**src/rtl/rcg_pkg.sv**
```systemverilog
package rcg_pkg;

    typedef enum logic [2:0] {
        ST_IDLE       = 3'd0,
        ST_WAIT_START = 3'd1,
        ST_RUN        = 3'd2,
        ST_WAIT_STOP  = 3'd3,
        ST_DONE       = 3'd4
    } rcg_state_e;

    // control strobes from the sequencer to the datapath
    typedef struct packed {
        logic gate_load;
        logic span_clr;
        logic evt_inc;
        logic ref_inc;
    } rcg_ctl_t;

    function automatic logic in_span(input rcg_state_e st);
        return (st == ST_RUN) || (st == ST_WAIT_STOP);
    endfunction

    function automatic logic in_wait(input rcg_state_e st);
        return (st == ST_WAIT_START) || (st == ST_WAIT_STOP);
    endfunction

endpackage

```
**src/rtl/rcg_edge_det.sv**
```systemverilog
module rcg_edge_det (
    input  logic clk,
    input  logic rst,
    input  logic sig_i,
    output logic rise_o
);
    logic sig_q;

    always_ff @(posedge clk) begin
        if (rst) sig_q <= 1'b0;
        else     sig_q <= sig_i;
    end

    assign rise_o = sig_i & ~sig_q;

endmodule

```
**src/rtl/rcg_gate_timer.sv**
```systemverilog
module rcg_gate_timer #(
    parameter int GATE_W = 16
) (
    input  logic              clk,
    input  logic              rst,
    input  logic              load_i,
    input  logic [GATE_W-1:0] len_i,
    output logic              expired_o
);
    logic [GATE_W-1:0] cnt_q;
    logic              exp_q;

    always_ff @(posedge clk) begin
        if (rst) begin
            cnt_q <= '0;
            exp_q <= 1'b0;
        end else if (load_i) begin
            cnt_q <= len_i;
            exp_q <= (len_i == '0);
        end else if (cnt_q != '0) begin
            cnt_q <= cnt_q - 1'b1;
            if (cnt_q == GATE_W'(1)) exp_q <= 1'b1;
        end
    end

    assign expired_o = exp_q;

    // once the gate has run out, the stop stays armed until the next load
    p_gate_sticky_r3: assert property (@(posedge clk) disable iff (rst)
        (exp_q && !load_i) |=> exp_q);

endmodule

```
**src/rtl/rcg_span_ctr.sv**
```systemverilog
module rcg_span_ctr #(
    parameter int          CNT_W    = 24,
    parameter logic [31:0] LOAD_VAL = 32'd0
) (
    input  logic             clk,
    input  logic             rst,
    input  logic             clr_i,
    input  logic             inc_i,
    output logic [CNT_W-1:0] cnt_o
);
    localparam logic [CNT_W-1:0] LoadV = CNT_W'(LOAD_VAL);

    logic [CNT_W-1:0] cnt_q;

    always_ff @(posedge clk) begin
        if (rst)        cnt_q <= '0;
        else if (clr_i) cnt_q <= LoadV;
        else if (inc_i) cnt_q <= cnt_q + 1'b1;
    end

    assign cnt_o = cnt_q;

endmodule

```
**src/rtl/rcg_fsm.sv**
```systemverilog
module rcg_fsm
    import rcg_pkg::*;
#(
    parameter int TIMEOUT = 1024
) (
    input  logic     clk,
    input  logic     rst,
    input  logic     start_i,
    input  logic     rise_i,
    input  logic     gate_exp_i,
    input  logic     ack_i,
    output rcg_ctl_t ctl_o,
    output logic     res_valid_o,
    output logic     nosig_err_o,
    output logic     busy_o
);
    localparam int TO_W = (TIMEOUT > 2) ? $clog2(TIMEOUT) : 1;
    localparam logic [TO_W-1:0] ToLast = TO_W'(TIMEOUT - 1);

    rcg_state_e      st_q, st_n;
    logic [TO_W-1:0] wait_q;
    logic            wait_clr, wait_inc, err_n, err_q;
    rcg_ctl_t        ctl;

    always_comb begin
        st_n     = st_q;
        ctl      = '0;
        wait_clr = 1'b0;
        wait_inc = 1'b0;
        err_n    = 1'b0;
        unique case (st_q)
            ST_IDLE: begin
                if (start_i) begin
                    st_n          = ST_WAIT_START;
                    ctl.gate_load = 1'b1;
                    wait_clr      = 1'b1;
                end
            end
            ST_WAIT_START: begin
                if (rise_i) begin
                    st_n         = ST_RUN;
                    ctl.span_clr = 1'b1;
                end else if (wait_q == ToLast) begin
                    st_n  = ST_IDLE;
                    err_n = 1'b1;
                end else begin
                    wait_inc = 1'b1;
                end
            end
            ST_RUN: begin
                ctl.ref_inc = 1'b1;
                ctl.evt_inc = rise_i;
                if (gate_exp_i) begin
                    st_n     = ST_WAIT_STOP;
                    wait_clr = 1'b1;
                end
            end
            ST_WAIT_STOP: begin
                ctl.ref_inc = 1'b1;
                if (rise_i) begin
                    st_n = ST_DONE;
                end else if (wait_q == ToLast) begin
                    st_n  = ST_IDLE;
                    err_n = 1'b1;
                end else begin
                    wait_inc = 1'b1;
                end
            end
            ST_DONE: begin
                if (ack_i) st_n = ST_IDLE;
            end
            default: st_n = ST_IDLE;
        endcase
    end

    always_ff @(posedge clk) begin
        if (rst) begin
            st_q   <= ST_IDLE;
            wait_q <= '0;
            err_q  <= 1'b0;
        end else begin
            st_q  <= st_n;
            err_q <= err_n;
            if (wait_clr)      wait_q <= '0;
            else if (wait_inc) wait_q <= wait_q + 1'b1;
        end
    end

    assign ctl_o       = ctl;
    assign res_valid_o = (st_q == ST_DONE);
    assign nosig_err_o = err_q;
    assign busy_o      = (st_q != ST_IDLE);

    // error is a single-cycle pulse
    p_err_pulse_r7: assert property (@(posedge clk) disable iff (rst)
        nosig_err_o |=> !nosig_err_o);

    // the timeout counter never runs past its limit while waiting
    p_wait_bound_r7: assert property (@(posedge clk) disable iff (rst)
        in_wait(st_q) |-> (wait_q <= ToLast));

    // after an error the block is idle
    p_err_idle_r7: assert property (@(posedge clk) disable iff (rst)
        nosig_err_o |-> !busy_o);

    // counting happens only inside the measured span
    p_span_only_r5: assert property (@(posedge clk) disable iff (rst)
        ctl.ref_inc |-> in_span(st_q));

endmodule

```
**src/rtl/recip_gate_ctrl.sv**
```systemverilog
module recip_gate_ctrl
    import rcg_pkg::*;
#(
    parameter int GATE_W  = 16,
    parameter int CNT_W   = 24,
    parameter int TIMEOUT = 1024
) (
    input  logic              clk,
    input  logic              rst,
    input  logic              start_i,
    input  logic [GATE_W-1:0] gate_len_i,
    input  logic              sig_i,
    input  logic              res_ack_i,
    output logic              res_valid_o,
    output logic [CNT_W-1:0]  evt_count_o,
    output logic [CNT_W-1:0]  ref_count_o,
    output logic              nosig_err_o,
    output logic              busy_o
);
    logic     rise, gate_exp;
    rcg_ctl_t ctl;

    rcg_edge_det u_edge (
        .clk    (clk),
        .rst    (rst),
        .sig_i  (sig_i),
        .rise_o (rise)
    );

    rcg_gate_timer #(.GATE_W(GATE_W)) u_gate (
        .clk       (clk),
        .rst       (rst),
        .load_i    (ctl.gate_load),
        .len_i     (gate_len_i),
        .expired_o (gate_exp)
    );

    // the start edge itself is the first counted event; time starts at zero
    rcg_span_ctr #(.CNT_W(CNT_W), .LOAD_VAL(32'd1)) u_evt (
        .clk   (clk),
        .rst   (rst),
        .clr_i (ctl.span_clr),
        .inc_i (ctl.evt_inc),
        .cnt_o (evt_count_o)
    );

    rcg_span_ctr #(.CNT_W(CNT_W), .LOAD_VAL(32'd0)) u_ref (
        .clk   (clk),
        .rst   (rst),
        .clr_i (ctl.span_clr),
        .inc_i (ctl.ref_inc),
        .cnt_o (ref_count_o)
    );

    rcg_fsm #(.TIMEOUT(TIMEOUT)) u_fsm (
        .clk         (clk),
        .rst         (rst),
        .start_i     (start_i),
        .rise_i      (rise),
        .gate_exp_i  (gate_exp),
        .ack_i       (res_ack_i),
        .ctl_o       (ctl),
        .res_valid_o (res_valid_o),
        .nosig_err_o (nosig_err_o),
        .busy_o      (busy_o)
    );

    p_hold_r6: assert property (@(posedge clk) disable iff (rst)
        (res_valid_o && !res_ack_i) |=>
            (res_valid_o && $stable(evt_count_o) && $stable(ref_count_o)));

    p_ref_nonzero_r5: assert property (@(posedge clk) disable iff (rst)
        $rose(res_valid_o) |-> (ref_count_o != '0));

    p_evt_nonzero_r4: assert property (@(posedge clk) disable iff (rst)
        $rose(res_valid_o) |-> (evt_count_o != '0));

    p_excl_r7: assert property (@(posedge clk) disable iff (rst)
        !(res_valid_o && nosig_err_o));

endmodule

```
**config.mk**
```make
export PLATFORM = sky130hd
export DESIGN_NAME = recip_gate_ctrl
export DESIGN_NICKNAME = d
export VERILOG_FILES = /design/src/rtl/rcg_pkg.sv /design/src/rtl/rcg_edge_det.sv /design/src/rtl/rcg_gate_timer.sv /design/src/rtl/rcg_span_ctr.sv /design/src/rtl/rcg_fsm.sv /design/src/rtl/recip_gate_ctrl.sv
export SDC_FILE = /design/constraint.sdc
export NUM_CORES = 1
export LEC_CHECK = 0
export BUFFER_PORTS_ARGS = -buffer_cell sky130_fd_sc_hd__clkbuf_2
export CAP_MARGIN = 5
export CORE_MARGIN = 8
export CORE_UTILIZATION = 40
export CTS_BUF_LIST = sky130_fd_sc_hd__clkbuf_4
export DETAILED_ROUTE_END_ITERATION = 10
export REMOVE_ABC_BUFFERS = 1
export SLEW_MARGIN = 20
export SYNTH_ARGS = -nofsm -noshare
export SYNTH_HDL_FRONTEND = slang
export SYNTH_SLANG_ARGS = --single-unit
```
**constraint.sdc**
```tcl
create_clock -name clk -period 6.5 [get_ports clk]
set_clock_uncertainty 0.2 [all_clocks]
set_input_delay 1.95 -clock clk [delete_from_list [all_inputs] [get_ports clk]]
set_output_delay 1.95 -clock clk [all_outputs]
set_load 0.05 [all_outputs]
```
After elaboration in Yosys (flattened, before gate mapping)
Index checks and enable logic that the tools add are counted.
- register bits: 80
- bits of input ports: 21
- output and inout port bits: 51
- word-level logic and storage cells: 65
- add/subtract/negate cells: 4
- equality and inequality tests: 9
- mux-type cells: 26
- bitwise operators: 3
- reduce and logical (&&, ||, !) cells: 14
- operators with widths (operator ; number):
    adder 24 x 1 -> 24 bit (second input constant) ; 2
    two-way mux 16 bit ; 2
    two-way mux 3 bit ; 6
    == test 16 x 1 -> 1 bit (second input constant) ; 1
    logical NOT 16 bit ; 1
    two-way mux 1 bit ; 16
    nonzero test 16 bit ; 1
    subtractor 16 x 1 -> 16 bit (second input constant) ; 1
    case mux 3 bit (5 select lines) ; 1
    adder 10 x 1 -> 10 bit (second input constant) ; 1
    == test 10 bit (second input constant) ; 1
    OR reduction 2 bit ; 4
    == test 3 x 2 -> 1 bit (second input constant) ; 2
    != test 2 bit (second input constant) ; 3
    nonzero test 2 bit ; 3
    == test 3 x 1 -> 1 bit (second input constant) ; 1
    == test 3 bit (second input constant) ; 1
    logical NOT 3 bit ; 1
    AND reduction 3 bit ; 1
    nonzero test 3 bit ; 1
    OR reduction 3 bit ; 1
    inverter 1 bit ; 2
    case mux 1 bit (2 select lines) ; 1
    AND reduction 2 bit ; 1
    bitwise AND 1 bit ; 1

Depth between registers and ports, before layout
Gate-level depths: netlist of run 1.
- word-level depth: 5
- depth in mapped cells: 7
- mapped depth without buffers: 6

By module
A second synthesis of run 1 with hierarchy kept.
- cells, all modules: 466
- area total of the unflattened synthesis: 4065.1 µm²
- modules (own cells, without submodules) (module ; instances ; cells each ; area an instance (µm²) ; seq. area each (µm²)):
    rcg_span_ctr (u_evt) ; 1 ; 129 ; 1124.8 ; 480.5
    rcg_span_ctr (u_ref) ; 1 ; 124 ; 1118.6 ; 480.5
    rcg_gate_timer ; 1 ; 124 ; 1049.8 ; 340.3
    rcg_fsm ; 1 ; 86 ; 724.4 ; 280.3
    rcg_edge_det ; 1 ; 3 ; 47.5 ; 20.0

Worst setup path after synthesis of run 1
No wires, ideal clock.
- path kind: reg-to-output
- start point: reg u_fsm.st_q[2]
- end point: out res_valid_o
- arrival: 1810 ps
- data required time: 4350 ps
- setup slack: 2540 ps
- stages on the path, launching flop included: 4
- path through: dfxtp_1 > clkbuf_1 > inv_1 > nor3_1
- cells in the longest elaborated chain, start to end: 1
- RTL lines (what ; RTL line ; text):
    start, declared ; rcg_fsm.sv:20 ; rcg_state_e st_q, st_n;
    start signal, assigned ; rcg_fsm.sv:82 ; st_q <= st_n;
    == test 3 bit ; rcg_fsm.sv:90 ; assign res_valid_o = (st_q == ST_DONE);
    end, declared ; recip_gate_ctrl.sv:14 ; output logic res_valid_o,
No other way between the ends.

Worst setup path in the final report of run 1
Same ends and word-level chain as after synthesis.

==> metrics.csv, run 1 <==
stage,metric,value,unit
pwr,vdd_drop_max,0.1239,mV
synthesis,synth_edf_count,0,
synthesis,yosysTopAreaCellShare,38.51,%
synthesis,synthAdderAreaFrac,1.805,%
worst_hold_path,min-delay-start,u_evt.cnt_o[23]$_SDFFE_PP0P_,
critical_path,criticalPathCategory,reg -> out,
synthesis,yosys_warnings,0,
synthesis,ys_types,52,
placement,routabilityCongestion,0.8397,
global_route,antenna_found_initial,0,
worst_hold_path,hold_path_depth,2,
clocking,clk_pin_slew,0.14,ns
synthesis,netlist_area,4159,sq um
clocking,clkLatencyLatePin,0.43,ns
placement,dpl.hpwl,7540,microns
critical_path,cp_slowest_cell,dfxtp_1,
timing,hold_viol_final,0,
worst_hold_path,hold_end,u_evt.cnt_o[23]$_SDFFE_PP0P_,
clocking,cts_hold_buf,0,
floorplan,die_area,13920,sq um
synthesis,synth_mux_area_share,1.023,%
global_route,grt_overflow,0,
cells_and_area,final_cell_mix,"dfxtp_1, clkbuf_2, a21oi_1",
synthesis,ys_seq_elements,80,
global_route,grt_pass1_wl,18010,microns
routing,wl_per_cell,15.15,microns
routing,dr.pass1.iters,5,
critical_path,arrival,1.76,ns
critical_path,critPathCaptureType,output port,
routing,dr_total_vias,4076,
critical_path,r2r-end,u_ref.cnt_o[13]$_SDFFE_PP0P_,
synthesis,syn_inst,505,
floorplan,coreArea,10230,sq um
placement,portBuffers,71,
synthesis,synth_compound_area_share,18.44,%
clocking,clock-root-buffer,clkbuf_4,
critical_path,crit_buf_inv,2,
routing,routed_via_density,5.823,
critical_path,reg2reg_from,u_fsm.st_q[1]$_SDFFE_PP0P_,
critical_path,path_delay_family,flip-flops,
global_route,grt_pass1_vias,3811,
synthesis,synth_ff_type,dfxtp_1,
worst_hold_path,hold_class,reg -> reg,
critical_path,r2r_setup_slack,3.53,ns
critical_path,cp_cell_sequence,inv_1 > nor3_1 > clkbuf_2,
timing,slew_headroom,38.18,%
critical_path,cp_slowest_stage_delay,0.62,ns
timing,tns,0,ns
cells_and_area,antenna-diode-count,0,
floorplan,start_util,40.65,%
cells_and_area,final_common_cell,dfxtp_1,
synthesis,synth_xor_area_share,4.422,%
clocking,cts.sinks,80,
timing,setup_viol,0,
critical_path,worst_ep_required_time,4.35,ns
timing,period_minus_slack,3.914,ns
timing,period_share,60.21,%
timing,worst_pin_slew,0.9253,ns
synthesis,yosys.area_share.simple,32.01,%
synthesis,asyncSetResetFlopFracSynth,0,%
synthesis,synth_top_family_by_area,simple AND/OR/NAND/NOR gates,
clocking,cts_buffers,9,
routing,ant_nets,0,
synthesis,synth_area_leaders,"dfxtp_1, a21oi_1, or4_1",
synthesis,synth-seq-area-share,38.51,%
floorplan,dieWidth,118.0,microns
global_route,grt.total_usage,15.11,%
clocking,htreeDepth,3,
synthesis,synth_top_cell_by_area,dfxtp_1,
clocking,post_cts_buffers,0,
timing,timing.fmax,0.2555,GHz
cells_and_area,areaGrowthSynthToFinish,13.06,%
critical_path,path_max_fanout,13,
cells_and_area,layout-drive-gt1-share,17.02,%
critical_path,reg2reg_depth,4,
cells_and_area,fin_area,4702,sq um
pwr,p_leak,0.001643,uW
routing,post-route-drc-count,0,
synthesis,avgSynthCellArea,8.236,sq um
clocking,cts_resized,0,
timing,rsz0062_at_grt,false,
routing,drt_wl_total,10600,microns
cells_and_area,nets,586,
floorplan,ioPinCount,72,
flow_run,maxCapViolCount,0,
global_route,grt_max_degree,46,
status,outcome,"finished, final reports clean",
routing,drt-initial-drc-count,253,
floorplan,num_rows,37,
clocking,cts_tree,built,
pwr,power.density,226.0,nW/um^2
clocking,cts.path.max_buffers,2,
timing,drv_slew,0,
floorplan,fp.dieH,118.0,microns
placement,place_area,4579,sq um
critical_path,startpoint_type,flop,
## sequential cells by signal, indices dropped and copies added (netlist names)
name / count
u_gate.cnt_q: 16
u_fsm.wait_q: 10
u_evt.cnt_o: 24
u_gate.expired_o: 1
u_edge.sig_q: 1
u_fsm.nosig_err_o: 1
u_ref.cnt_o: 24
u_fsm.st_q: 3
## per-layer routing
metal	global-route usage, %	routed length (microns)	up-vias
met5	0	0	-
met4	3.203	82	0
met3	4.748	589	8
met2	25.22	5065	102
met1	18.62	4866	1934
li1	-	-	2032
## Yosys cell counts (17+ instances only)
cell	instances
dfxtp_1	80
a21oi_1	46
nor2_1	35
nand2_1	29
nand3_1	25
clkbuf_1	24
nand4_1	24
or4_1	23
o31ai_1	21
nor3_1	18
o21ai_0	17
or3_1	17
## layout make-up
cell class / instances / area (sq um)
clock buffer: 9 / 67.56
multi-input combinational: 385 / 2400
inverter: 10 / 37.54
fill: 1027 / 5529
sequential: 80 / 1602
clock inverter: 7 / 55.05
tap: 136 / 170.2
timing repair buffer: 73 / 370.4
## where the power goes
| part | internal [uW] | switching (uW) |
|---|---|---|
| Combinational | 84.5 | 146 |
| Sequential | 517 | 40.5 |
| Clock | 82.5 | 192 |
| Total | 684 | 378 |
## how the worst max path moves through the flow
stage / depth (start not counted) / startpoint / slack [ns] / end
2_1_floorplan: 2 / u_fsm.st_q[2]$_SDFFE_PP0P_ / 2.66 / res_valid_o
3_3_place_gp: 5 / sig_i / 2.51 / u_evt.cnt_o[17]$_SDFFE_PP0P_
3_5_place_dp: 5 / sig_i / 2.43 / u_evt.cnt_o[11]$_SDFFE_PP0P_
4_1_cts: 3 / u_fsm.st_q[2]$_SDFFE_PP0P_ / 2.55 / res_valid_o
5_1_grt: 3 / u_fsm.st_q[2]$_SDFFE_PP0P_ / 2.44 / res_valid_o
6_report: 3 / u_fsm.st_q[2]$_SDFFE_PP0P_ / 2.59 / res_valid_o
## worst min-delay path, stage by stage (launching register included)
cell and delay [ns]:
dfxtp_1 0.34, nand2_1 0.05, mux2i_1 0.05
## stage by stage
step | instances | util, % | setup WS [ns] | total power [uW] | hold WS [ns]
after CTS | 700 | 45.96 | 2.545 | 1073 | 0.2893
after global routing | 700 | 45.96 | 2.440 | 1131 | 0.3279
final | 700 | 45.96 | 2.586 | 1063 | 0.2807
after floorplan | 475 | - | 2.664 | 728.0 | 0.2474
after global placement | 684 | 44.76 | 2.505 | 792.6 | 0.2590
after detailed placement | 684 | 44.76 | 2.428 | 796.0 | 0.2700
## logic make-up (layout without fill, tap and decap cells)
logic type / count (synthesis) / after routing
xor+xnor: 21 / 21
mux: 4 / 4
buf+inv: 40 / 99
compound gates: 122 / 122
flops: 80 / 80
simple gates: 232 / 232
fa+ha+maj: 6 / 6
(Power assumes the default switching activity.)
==> inputs of run 2 (changes only) <==
==> constraint.sdc (replaced) <==
create_clock -name clk -period 4 [get_ports clk]
set_clock_uncertainty 0.2 [all_clocks]
set_input_delay 1.2 -clock clk [delete_from_list [all_inputs] [get_ports clk]]
set_output_delay 1.2 -clock clk [all_outputs]
set_load 0.05 [all_outputs]
==> run 2 against run 1 <==
  * Clock-buffer cell count is 1 higher
  * Non-clock buffer count is 1 higher
  * Utilization is 0.086 points higher
  * Global-route usage is 0.45 points higher
  * First-iteration DRC count is 7.5% lower
  * Sequential cell count stayed put
  * Setup slack worse by 1.7 ns
  * Critical endpoint unchanged
  * Largest cell class unchanged
==> metrics.csv, run 2 (synthesis gave the netlist of run 1 again) <==
stage,metric,value,unit,change
status,outcome,"finished, final reports clean",,unchanged
placement,place_area,4587,sq um,was 4579 sq um
critical_path,startpoint_type,flop,,unchanged
worst_hold_path,min-delay-start,u_evt.cnt_o[23]$_SDFFE_PP0P_,,unchanged
critical_path,reg2reg_depth,4,,unchanged
pwr,internal_power,1167,uW,was 684.2 uW
timing,hold_viol_final,0,,unchanged
clocking,cts_hold_buf,0,,unchanged
placement,pre_cts_slack,0.6896,ns,was 2.428 ns
timing,timing.fmax,0.3166,GHz,
cells_and_area,final_common_cell,dfxtp_1,,unchanged
timing,period_share,78.96,%,
critical_path,criticalPathCategory,reg -> out,,unchanged
floorplan,num_rows,37,,unchanged
cells_and_area,nets,587,,was 586
timing,hold_ws,0.2895,ns,was 0.2807 ns
floorplan,dieWidth,118.0,microns,unchanged
critical_path,worst_ep_required_time,2.60,ns,was 4.35 ns
routing,dr.pass1.iters,4,,was 5
clocking,cts.path.max_buffers,2,,unchanged
clocking,clkLatencyLatePin,0.43,ns,about the same
cells_and_area,final_cell_mix,"dfxtp_1, clkbuf_2, a21oi_1",,unchanged
critical_path,critPathCaptureType,output port,,unchanged
pwr,power.density,370.3,nW/um^2,was 226.0 nW/um^2
timing,tns,0,ns,unchanged
floorplan,fp.dieH,118.0,microns,unchanged
floorplan,coreArea,10230,sq um,unchanged
critical_path,r2r-end,u_evt.cnt_o[20]$_SDFFE_PP0P_,,was u_ref.cnt_o[13]$_SDFFE_PP0P_
worst_hold_path,hold_path_depth,2,,unchanged
placement,portBuffers,71,,unchanged
global_route,grt_max_degree,46,,unchanged
global_route,grt_overflow,0,,unchanged
floorplan,die_area,13920,sq um,unchanged
clocking,cts_tree,built,,unchanged
timing,setup_viol,0,,unchanged
pwr,switching_power,577.3,uW,was 378.4 uW
cells_and_area,layout-drive-gt1-share,16.49,%,was 17.02%
global_route,grt_pass1_wl,18600,microns,was 18010 microns
critical_path,startpoint,u_fsm.st_q[2]$_SDFFE_PP0P_,,unchanged
clocking,cts.sinks,80,,unchanged
routing,ant_nets,0,,unchanged
timing,period_minus_slack,3.158,ns,
flow_run,maxCapViolCount,0,,unchanged
routing,post-route-drc-count,0,,unchanged
routing,routed_via_density,5.807,,was 5.823
placement,place_inst,685,,was 684
clocking,cts_resized,0,,unchanged
timing,rsz0062_at_grt,false,,unchanged
pwr,p_leak,0.001650,uW,was 0.001643 uW
timing,slew_headroom,38.25,%,was 38.18%
routing,drt_wl_total,10760,microns,was 10600 microns
critical_path,cp_cell_sequence,inv_1 > nor3_1 > clkbuf_2,,unchanged
clocking,cts_buffers,9,,unchanged
floorplan,ioPinCount,72,,unchanged
placement,routabilityCongestion,0.8692,,was 0.8397
placement,dpl.hpwl,7622,microns,was 7540 microns
cells_and_area,antenna-diode-count,0,,unchanged
global_route,grt_pass1_vias,3940,,was 3811
critical_path,cp-endpoint,res_valid_o,,unchanged
clocking,clock-root-buffer,clkbuf_4,,unchanged
critical_path,arrival,1.76,ns,about the same
critical_path,cp_slowest_stage_delay,0.61,ns,was 0.62 ns
pwr,power_frac_seq,52.0,%,was 52.5%
timing,worst_pin_slew,0.9243,ns,was 0.9253 ns
cells_and_area,stdcell_count,700,,unchanged
global_route,antenna_found_initial,0,,unchanged
clocking,clk_pin_slew,0.12,ns,was 0.14 ns
cells_and_area,areaGrowthSynthToFinish,13.27,%,was 13.06%
global_route,grt.total_usage,15.56,%,was 15.11%
critical_path,path_max_fanout,13,,unchanged
routing,wl_per_cell,15.37,microns,was 15.15 microns
clocking,htreeDepth,3,,unchanged
worst_hold_path,hold_class,reg -> reg,,unchanged
timing,fin_ws,0.8417,ns,was 2.586 ns
pwr,vdd_drop_max,0.1920,mV,was 0.1239 mV
timing,drv_slew,0,,unchanged
clocking,post_cts_buffers,0,,unchanged
critical_path,cp_slowest_cell,dfxtp_1,,unchanged
pwr,switching_share,33.10,%,was 35.61%
pwr,clkPwrFrac,26.5,%,was 25.8%
pwr,combinationalPowerShare,21.5,%,was 21.7%
cells_and_area,fin_area,4711,sq um,was 4702 sq um
routing,drt-initial-drc-count,234,,was 253
floorplan,start_util,40.65,%,unchanged
routing,dr_total_vias,4065,,was 4076
critical_path,r2r_setup_slack,1.22,ns,was 3.53 ns
critical_path,reg2reg_from,u_fsm.st_q[1]$_SDFFE_PP0P_,,unchanged
==> run 2: cell count changes in the layout (fill, tap and decap cells not counted) <==
cell,change
clkbuf_4,+1
inv_6,-3
clkinv_1,+3
clkinvlp_4,-1
clkinv_4,-1
buf_4,+1
bufinv_16,+1
clkinv_2,-1
==> run 2: per-layer routing <==
metal | track usage (%) | wire, microns | part of all wire, % | up-vias
met1 | 19.56 | 5090 | 47 | 1934
met3 | 3.022 | 468 | 4.3 | 10
met2 | 25.47 | 5036 | 47 | 83
met5 | 0 | 0 | 0 | -
li1 | - | - | - | 2038
met4 | 6.485 | 165 | 1.5 | 0
==> run 2: cell type report <==
class	count	area (sq um)
Tap cell	136	170.2
Fill cell	1054	5520
Inverter	10	37.54
Timing Repair Buffer	74	377.9
Multi-Input combinational cell	385	2400
Clock inverter	5	48.80
Clock buffer	10	75.07
Sequential cell	80	1602
==> run 2: through the flow <==
step / power, uW / util [%]
2_1_floorplan: 1183 / -
3_3_place_gp: 1291 / 44.83
3_5_place_dp: 1292 / 44.83
4_1_cts: 1760 / 46.04
5_1_grt: 1858 / 46.04
6_report: 1744 / 46.04
==> run 2: worst min-delay path by stage <==
stage,endpoint,slack [ns]
after global placement,u_evt.cnt_o[23]$_SDFFE_PP0P_,0.26
final,u_evt.cnt_o[23]$_SDFFE_PP0P_,0.29
after detailed placement,u_evt.cnt_o[23]$_SDFFE_PP0P_,0.28
after floorplan,u_gate.expired_o$_SDFFE_PP0P_,0.25
after CTS,u_evt.cnt_o[23]$_SDFFE_PP0P_,0.30
after global routing,u_evt.cnt_o[23]$_SDFFE_PP0P_,0.31
==> run 2: worst max-delay path, delay by kind of cell (launching register included) <==
kind	cells	cell delay, ns
buffers and inverters	2	0.52
and+or+nand+nor	1	0.20
DFF	1	0.61
==> run 2: power groups by stage <==
stage | Clock (uW) | Sequential (uW) | Combinational, uW
after global placement | 0 | 921 | 370
after CTS | 482 | 904 | 373
after floorplan | 0 | 914 | 269
after global routing | 517 | 917 | 423
after detailed placement | 0 | 922 | 369
final | 463 | 906 | 375
==> inputs of run 3 (changes only) <==
==> constraint.sdc (replaced) <==
create_clock -name clk -period 2.55 [get_ports clk]
set_clock_uncertainty 0.2 [all_clocks]
set_input_delay 0.765 -clock clk [delete_from_list [all_inputs] [get_ports clk]]
set_output_delay 0.765 -clock clk [all_outputs]
set_load 0.05 [all_outputs]
==> run 3 against run 2 <==
  * Register-to-register slack worse by 0.92 ns
  * First-iteration DRC count is 23% higher
  * Non-clock buffer count is 20 higher
  * Setup slack worse by 0.79 ns
  * Clock-buffer cell count is 1 lower
  * Critical path depth stayed put
  * Clock power is 89% higher
  * Critical path type unchanged
  * Sequential cell count stayed put
  * Via count is 1.1% higher
  * Sequential power is 55% higher
  * Sequential share of layout area is 1.5 points lower
==> metrics.csv, run 3 (synthesis gave the netlist of run 1 again) <==
stage,metric,value,unit,change
floorplan,dieWidth,118.0,microns,unchanged
floorplan,fp.dieH,118.0,microns,unchanged
cells_and_area,antenna-diode-count,0,,unchanged
worst_hold_path,hold_class,reg -> reg,,unchanged
critical_path,critPathCaptureType,output port,,unchanged
cells_and_area,layout-drive-gt1-share,20.17,%,was 16.49%
cells_and_area,fillers,999,,was 1054
status,outcome,"finished, final reports clean",,unchanged
timing,drv_slew,0,,unchanged
cells_and_area,nets,607,,was 587
cells_and_area,areaGrowthSynthToFinish,18.53,%,was 13.27%
clocking,clk_pin_slew,0.14,ns,was 0.12 ns
global_route,grt_pass1_wl,18710,microns,was 18600 microns
timing,timing.fmax,0.4009,GHz,
critical_path,arrival,1.53,ns,was 1.76 ns
pwr,power.density,601.8,nW/um^2,was 370.3 nW/um^2
routing,wl_met2,5092,microns,was 5036 microns
critical_path,startpoint_type,flop,,unchanged
cells_and_area,regArea,1603,sq um,was 1602 sq um
routing,maxUsedRoutingLayer,met4,,unchanged
placement,routabilityCongestion,0.8561,,was 0.8692
global_route,grt.total_usage,15.60,%,was 15.56%
floorplan,num_rows,37,,unchanged
timing,period_minus_slack,2.494,ns,
routing,drt_wl_total,10820,microns,was 10760 microns
clocking,htreeDepth,3,,unchanged
critical_path,path_max_fanout,20,,was 13
cells_and_area,final_common_cell,dfxtp_1,,unchanged
pwr,p_leak,0.001774,uW,was 0.001650 uW
clocking,cts_hold_buf,0,,unchanged
clocking,cts_tree,built,,unchanged
timing,period_share,97.81,%,
clocking,clkLatencyLatePin,0.43,ns,about the same
timing,setup_viol,0,,unchanged
routing,post-route-drc-count,0,,unchanged
pwr,p_total,2967,uW,was 1744 uW
routing,met1Wirelength,5035,microns,was 5090 microns
global_route,grt_max_degree,46,,unchanged
cells_and_area,multi_input_area,2405,sq um,was 2400 sq um
placement,portBuffers,71,,unchanged
global_route,antenna_found_initial,0,,unchanged
routing,route.met3.wl,545,microns,was 468 microns
routing,wl_per_cell,15.00,microns,was 15.37 microns
floorplan,ioPinCount,72,,unchanged
cells_and_area,final_cell_mix,"dfxtp_1, clkbuf_2, a21oi_1",,unchanged
routing,ant_nets,0,,unchanged
floorplan,die_area,13920,sq um,unchanged
floorplan,coreArea,10230,sq um,unchanged
clocking,clock-root-buffer,clkbuf_4,,unchanged
flow_run,maxCapViolCount,0,,unchanged
clocking,cts.sinks,80,,unchanged
timing,rsz0062_at_grt,false,,unchanged
routing,dr_total_vias,4108,,was 4065
routing,routed_via_density,5.698,,was 5.807
routing,drt-initial-drc-count,288,,was 234
timing,worst_pin_slew,0.6647,ns,was 0.9243 ns
timing,tns,0,ns,unchanged
clocking,cts.path.max_buffers,2,,unchanged
timing,slew_headroom,55.28,%,was 38.25%
critical_path,r2r_setup_slack,0.30,ns,was 1.22 ns
critical_path,criticalPathCategory,reg -> out,,unchanged
global_route,grt_pass1_vias,3954,,was 3940
placement,dpl.hpwl,7960,microns,was 7622 microns
floorplan,start_util,40.65,%,unchanged
routing,dr.pass1.iters,4,,unchanged
global_route,grt_overflow,0,,unchanged
clocking,cts_buffers,9,,unchanged
timing,hold_viol_final,0,,unchanged
pwr,vdd_drop_max,0.3464,mV,was 0.1920 mV
critical_path,worst_ep_required_time,1.59,ns,was 2.60 ns
-- run 3: worst paths after layout --
check,startpoint,endpoint,depth (start not counted)
hold reg to reg,u_evt.cnt_o[23]$_SDFFE_PP0P_,u_evt.cnt_o[23]$_SDFFE_PP0P_,2
hold / removal,u_evt.cnt_o[23]$_SDFFE_PP0P_,u_evt.cnt_o[23]$_SDFFE_PP0P_,2
setup / recovery,u_fsm.st_q[0]$_SDFFE_PP0P_,busy_o,3
setup reg to reg,u_ref.cnt_o[3]$_SDFFE_PP0P_,u_ref.cnt_o[21]$_SDFFE_PP0P_,4
-- run 3: layer usage --
| metal | track usage (%) | vias up |
|---|---|---|
| met1 | 19.15 | 1942 |
| met5 | 0 | - |
| met3 | 3.933 | 12 |
| met2 | 25.83 | 76 |
| li1 | - | 2078 |
| met4 | 5.604 | 0 |
-- run 3: cell type report --
class | count | area share [%]
flip-flops and latches | 80 | 32.51
inverters | 10 | 0.7614
clock buffers | 9 | 1.371
clock inverters | 7 | 1.929
multi-input cells | 385 | 48.78
repair buffers | 94 | 11.19
well taps | 136 | 3.452
-- run 3: where the power goes --
group	switching (uW)	total (uW)	internal, uW
Sequential	81.8	1400	1320
Combinational	410	692	282
Clock	475	875	400
-- run 3: stage by stage --
step | cell area [sq um] | setup slack, ns | hold WS, ns | instances | util [%]
after detailed placement | 4750 | -0.1694 | 0.2765 | 705 | 46.42
after floorplan | 4039 | -0.1013 | 0.2474 | 475 | -
after CTS | 4925 | 0.008380 | 0.2977 | 721 | 48.14
after global placement | 4750 | -0.1264 | 0.2655 | 705 | 46.42
final | 4930 | 0.05577 | 0.2916 | 721 | 48.18
after global routing | 4930 | 0.0005133 | 0.3260 | 721 | 48.18
-- run 3: worst max-delay path, stage by stage (launching register included) --
cell and delay (ns):
dfxtp_1 0.33, buf_4 0.19, or3_4 0.41, clkbuf_8 0.19
-- run 3: timing repair --
| action | 4_1_cts | 5_1_grt |
|---|---|---|
| gates resized for setup | 4 | 1 |
| endpoints found under the setup margin | 2 | 1 |
| buffers inserted | 0 | 0 |
| pin swaps | 0 | 0 |
